### src/rtl/dmp_pkg.sv
`timescale 1ns/1ps
package dmp_pkg;

  typedef struct packed {
    logic b;
    logic y;
  } cell_state_t;

  localparam cell_state_t CELL_RESET = '{b: 1'b0, y: 1'b0};

  // Output period length in enabled input cycles for n cells.
  function automatic int period_len(input int n, input logic extend);
    return (1 << n) + (extend ? 1 : 0);
  endfunction

  // Enabled cycles spent with the window low inside one period.
  function automatic int window_low_len(input logic extend);
    return 2 + (extend ? 1 : 0);
  endfunction

endpackage

### src/rtl/dmp_cell.sv
`timescale 1ns/1ps
module dmp_cell
  import dmp_pkg::*;
(
  input  logic clk,
  input  logic rst_n,
  input  logic en_i,
  input  logic con_i,
  output logic fire_o,
  output logic stretch_o,
  output logic b_o
);

  cell_state_t st_q;
  cell_state_t st_d;

  // A stretch is taken only from a high b with the flag clear.
  assign stretch_o = en_i & st_q.b & ~st_q.y & con_i;
  // b falls on this enabled step: the cell completes its period.
  assign fire_o    = en_i & st_q.b & ~stretch_o;
  assign b_o       = st_q.b;

  always_comb begin
    st_d = st_q;
    if (en_i) begin
      if (stretch_o) begin
        st_d.y = 1'b1;
      end else begin
        st_d.y = 1'b0;
        st_d.b = ~st_q.b;
      end
    end
  end

  always_ff @(posedge clk or negedge rst_n) begin
    if (!rst_n) st_q <= CELL_RESET;
    else        st_q <= st_d;
  end


  y_release_chk: assert property (@(posedge clk) disable iff (!rst_n)
    (en_i && st_q.y) |=> (!st_q.y && !st_q.b));

  y_needs_b_chk: assert property (@(posedge clk) disable iff (!rst_n)
    st_q.y |-> st_q.b);

  low_rises_chk: assert property (@(posedge clk) disable iff (!rst_n)
    (en_i && !st_q.b) |=> st_q.b);

  idle_hold_chk: assert property (@(posedge clk) disable iff (!rst_n)
    !en_i |=> $stable(st_q));

endmodule

### src/rtl/dmp_modgate.sv
`timescale 1ns/1ps
module dmp_modgate #(
  parameter int HI_W = 2
) (
  input  logic            clk,
  input  logic            rst_n,
  input  logic [HI_W-1:0] hi_b,
  input  logic            mod_ctl,
  output logic            con0,
  output logic            window
);

  logic hi_all;

  assign hi_all = &hi_b;
  assign con0   = mod_ctl & hi_all;
  assign window = ~hi_all;


  mod_hold_chk: assert property (@(posedge clk) disable iff (!rst_n)
    (!window && $past(!window)) |-> $stable(mod_ctl));

endmodule

### src/rtl/dual_mod_prescaler.sv
`timescale 1ns/1ps
module dual_mod_prescaler
  import dmp_pkg::*;
#(
  parameter int N_STAGES = 3
) (
  input  logic clk,
  input  logic rst_n,
  input  logic ce_in,
  input  logic mod_ctl,
  output logic div_out,
  output logic ctl_window
);

  localparam int PMAX = (1 << N_STAGES) + 1;
  localparam int CW   = $clog2(PMAX + 1);

  logic [N_STAGES:0]   en_chain;
  logic [N_STAGES-1:0] b_vec;
  logic [N_STAGES-1:0] stretch_vec;
  logic [N_STAGES-1:0] con_vec;
  logic                con_first;
  logic                period_done;
  logic                div_q;

  assign en_chain[0] = ce_in;

  genvar k;
  generate
    for (k = 0; k < N_STAGES; k++) begin : g_cell
      if (k == 0) begin : g_first
        assign con_vec[k] = con_first;
      end else begin : g_rest
        assign con_vec[k] = 1'b0;
      end
      dmp_cell u_cell (
        .clk      (clk),
        .rst_n    (rst_n),
        .en_i     (en_chain[k]),
        .con_i    (con_vec[k]),
        .fire_o   (en_chain[k+1]),
        .stretch_o(stretch_vec[k]),
        .b_o      (b_vec[k])
      );
    end
  endgenerate

  dmp_modgate #(.HI_W(N_STAGES-1)) u_gate (
    .clk    (clk),
    .rst_n  (rst_n),
    .hi_b   (b_vec[N_STAGES-1:1]),
    .mod_ctl(mod_ctl),
    .con0   (con_first),
    .window (ctl_window)
  );

  assign period_done = en_chain[N_STAGES];

  always_ff @(posedge clk or negedge rst_n) begin
    if (!rst_n) div_q <= 1'b0;
    else        div_q <= period_done;
  end
  assign div_out = div_q;

  // Assertion support: enabled cycles and stretches in the current period.
  logic [CW-1:0] cyc_q;
  logic          str_seen_q;
  logic          any_stretch;
  assign any_stretch = |stretch_vec;

  always_ff @(posedge clk or negedge rst_n) begin
    if (!rst_n) begin
      cyc_q      <= '0;
      str_seen_q <= 1'b0;
    end else if (ce_in) begin
      if (period_done) begin
        cyc_q      <= '0;
        str_seen_q <= 1'b0;
      end else begin
        cyc_q      <= cyc_q + 1'b1;
        str_seen_q <= str_seen_q | any_stretch;
      end
    end
  end


  one_stretch_chk: assert property (@(posedge clk) disable iff (!rst_n)
    any_stretch |-> !str_seen_q);

  period_len_chk: assert property (@(posedge clk) disable iff (!rst_n)
    period_done |-> ((int'(cyc_q) + 1 == period_len(N_STAGES, 1'b0)) ||
                     (int'(cyc_q) + 1 == period_len(N_STAGES, 1'b1))));

  pulse_width_chk: assert property (@(posedge clk) disable iff (!rst_n)
    div_out |=> !div_out);

  window_after_done_chk: assert property (@(posedge clk) disable iff (!rst_n)
    div_out |-> ctl_window);

endmodule

### config.mk
export PLATFORM = sky130hd
export DESIGN_NAME = dual_mod_prescaler
export DESIGN_NICKNAME = d
export VERILOG_FILES = /design/src/rtl/dmp_pkg.sv /design/src/rtl/dmp_cell.sv /design/src/rtl/dmp_modgate.sv /design/src/rtl/dual_mod_prescaler.sv
export SDC_FILE = /design/constraint.sdc
export NUM_CORES = 1
export LEC_CHECK = 0
export ABC_AREA = 1
export BUFFER_PORTS_ARGS = -buffer_cell sky130_fd_sc_hd__buf_2
export CAP_MARGIN = 0
export CORE_AREA = 5 5 42 44
export CTS_CLUSTER_SIZE = 25
export DETAILED_ROUTE_END_ITERATION = 8
export DIE_AREA = 0 0 47 49
export PLACE_DENSITY = 0.32
export SYNTH_ARGS = -nofsm -noshare
export SYNTH_HDL_FRONTEND = slang
export SYNTH_SLANG_ARGS = --single-unit
### constraint.sdc
create_clock -name clk -period 1.6 [get_ports clk]
set_clock_uncertainty 0.05 [all_clocks]
set_input_delay 0.08 -clock clk [delete_from_list [all_inputs] [get_ports clk]]
set_output_delay 0.08 -clock clk [all_outputs]
set_load 0.02 [all_outputs]
==> flow_summary.yaml <==
run_status:
  status: "finished clean"
synthesis:
  synthesis.nets: 29
  syn_inst: 25
  synth_top_area_cell: "dfrtp_1"
  ys_ff_latch: 5
  synth_area_leaders: "dfrtp_1 56%, nand2_1 8.3%, nor2_1 6.7%"
  syn-mean-instance-area_sq_um: 9.01
  synth_top_area_share_pct: 55.6
  seq_area_frac_synth_pct: 55.6
  synth_cell_type_count: 11
  ys_warn_count: 0
  syn_area_sq_um: 225
timing:
  fin_ws_ps: 551
  relSlewSlack_pct: 88.6
  fin_crit_sh_pct: 65.5
  slew_viol_final: 0
  fmax_mhz: 954
  fin_setup_tns_ps: 0
  tightest_slew_ps: 171
  hold_violations: 0
  rsz0062_at_grt: "false"
  period_needed_ps: 1050
  whs_ps: 50.0
  finalSetupViolations: 0
clocking:
  cts.clk_slew.worst_paths_ps: 40
  clockBufferDepth: 2
  cts_buffers: 3
  cts.sinks: 5
  htreeDepth: 1
  cts_tree: "built"
  clock-root-buffer: "clkbuf_4"
  insertion_delay_ps: 240
  ctsResizeCount: 0
power:
  ir_drop_uv: 421
  finalPower_mw: 0.494
  p_leak_nw: 0.153
  p_per_area_nw_per_um2: 1610
min_path:
  hold_depth: 2
  min_path_type: "input port to flop"
critical_path:
  cp_slowest_cell: "dfrtp_1"
  end_kind: "output pin"
  cp_max_fo: 4
  crit_path_max_incr_delay_ps: 400
  worstPathRequired_ps: 1470
  path_depth: 2
  crit_family: "flip-flops"
  worstPathArrival_ps: 920
  path_class: "flop to output pin"
  rr_worst_depth: 3
  path_buf_inv: 1
  start_kind: "flop"
  path_cells: "nand2_2 -> buf_2"
layout:
  nets: 40
  diodes: 0
  fillCellCount: 168
  multiInputGateArea_sq_um: 88.8
  syn2layout_area_growth_pct: 36.1
  stdcell_count: 51
  seq_area_sq_um: 125
  drive_gt1_share_pct: 34.3
placed_design:
  dpl.hpwl_um: 336
  gp_congestion: 0.728
  numPortBuffers: 5
  place_ws_ps: 652
  post-place-cells: 46
global_route:
  grt_usage_pct: 4.88
  grt_max_degree: 6
  grt_pass1_wl_um: 759
  gr-total-overflow: 0
  antenna_found_initial: 0
  grt_pass1_vias: 205
detailed_routing:
  ant_nets: 0
  wl_per_cell_um: 8.37
  viasPerCell: 3.45
  vias: 176
  first_pass_iters: 2
  wl_um: 427
  dr.first_iter.drc_count: 1
  drc: 0
floorplanning:
  core-area_sq_um: 1400
  start_util_pct: 16.1
  rows: 14
  die_w_um: 47
  io_pins: 6
  die_y_um: 49
  die_area_sq_um: 2300
flow_run:
  max_cap_viol_count: 0
==> cells in the mapped netlist <==
cell type and instances:
a31oi_1 1, dfrtp_1 5, inv_1 3, nand2_1 5, nand2_2 2, nand3b_1 1, nor2_1 4, nor3_2 1
o21ai_0 1, o21bai_1 1, or2_2 1
==> worst paths after layout <==
kind	slack (ps)	end	start
setup / recovery	550	ctl_window	g_cell[1].u_cell.b_o
hold / removal	50	g_cell[0].u_cell.st_q[0]	ce_in
setup reg to reg	640	g_cell[0].u_cell.b_o	g_cell[0].u_cell.b_o
hold reg to reg	490	g_cell[1].u_cell.b_o	g_cell[1].u_cell.b_o
max in group asynchronous	1230	g_cell[2].u_cell.b_o	rst_n
min in group asynchronous	140	g_cell[0].u_cell.st_q[0]	rst_n
==> power by group <==
group	switching, mW	leakage [nW]	internal [mW]
sequential	0.0348	0.0612	0.169
combinational	0.0856	0.0769	0.0571
clock	0.0535	0.0150	0.0944
total	0.174	0.153	0.320
==> area by class of cell <==
class,instances,area share [%]
clock buffers,4,8.57
inverters,3,3.67
multi-input cells,17,29.0
flip-flops and latches,5,40.8
well taps,16,6.53
repair buffers,6,11.4
==> cell families (layout without fill, tap and decap cells) <==
kind of cell | Yosys count | count (layout) | share of synthesized area [%]
simple gates | 14 | 14 | 31.1
compound gates | 3 | 3 | 8.33
flops | 5 | 5 | 55.6
buf+inv | 3 | 13 | 5.00
==> cell usage in the layout (no fill, tap or decap) <==
cell type      instances
nand2_2                2
clkbuf_4               3
o21ai_0                1
dlygate4sd3_1          1
or2_2                  1
nor3_2                 1
dfrtp_1                5
nand2_1                5
nor2_1                 4
o21bai_1               1
nand3b_1               1
inv_1                  3
clkbuf_1               1
buf_2                  5
a31oi_1                1
==> state kept, by name, indices dropped and copies added, names as in the netlist <==
signal	count
div_out	1
g_cell.u_cell.st_q	1
g_cell.u_cell.b_o	3
==> repair_timing <==
item	4_1_cts	5_1_grt
endpoints found under the setup margin	0	0
hold buffers	1	0
setup buffers	0	0
endpoints found under the hold margin	5	0
==> metal layers <==
metal,vias up,wire [um],global-route usage [%]
met5,-,0,0
met4,0,0,4.15
met3,0,38,3.69
met2,4,195,5.20
met1,75,193,6.01
li1,97,-,-
==> per-stage QoR <==
stage                     utilization [%]  area, sq um
after floorplan                         -          225
after global placement               19.3          270
after detailed placement             19.3          270
after CTS                            21.9          307
after global routing                 21.9          307
final                                21.9          307
Power figures use the tool's default switching activity.
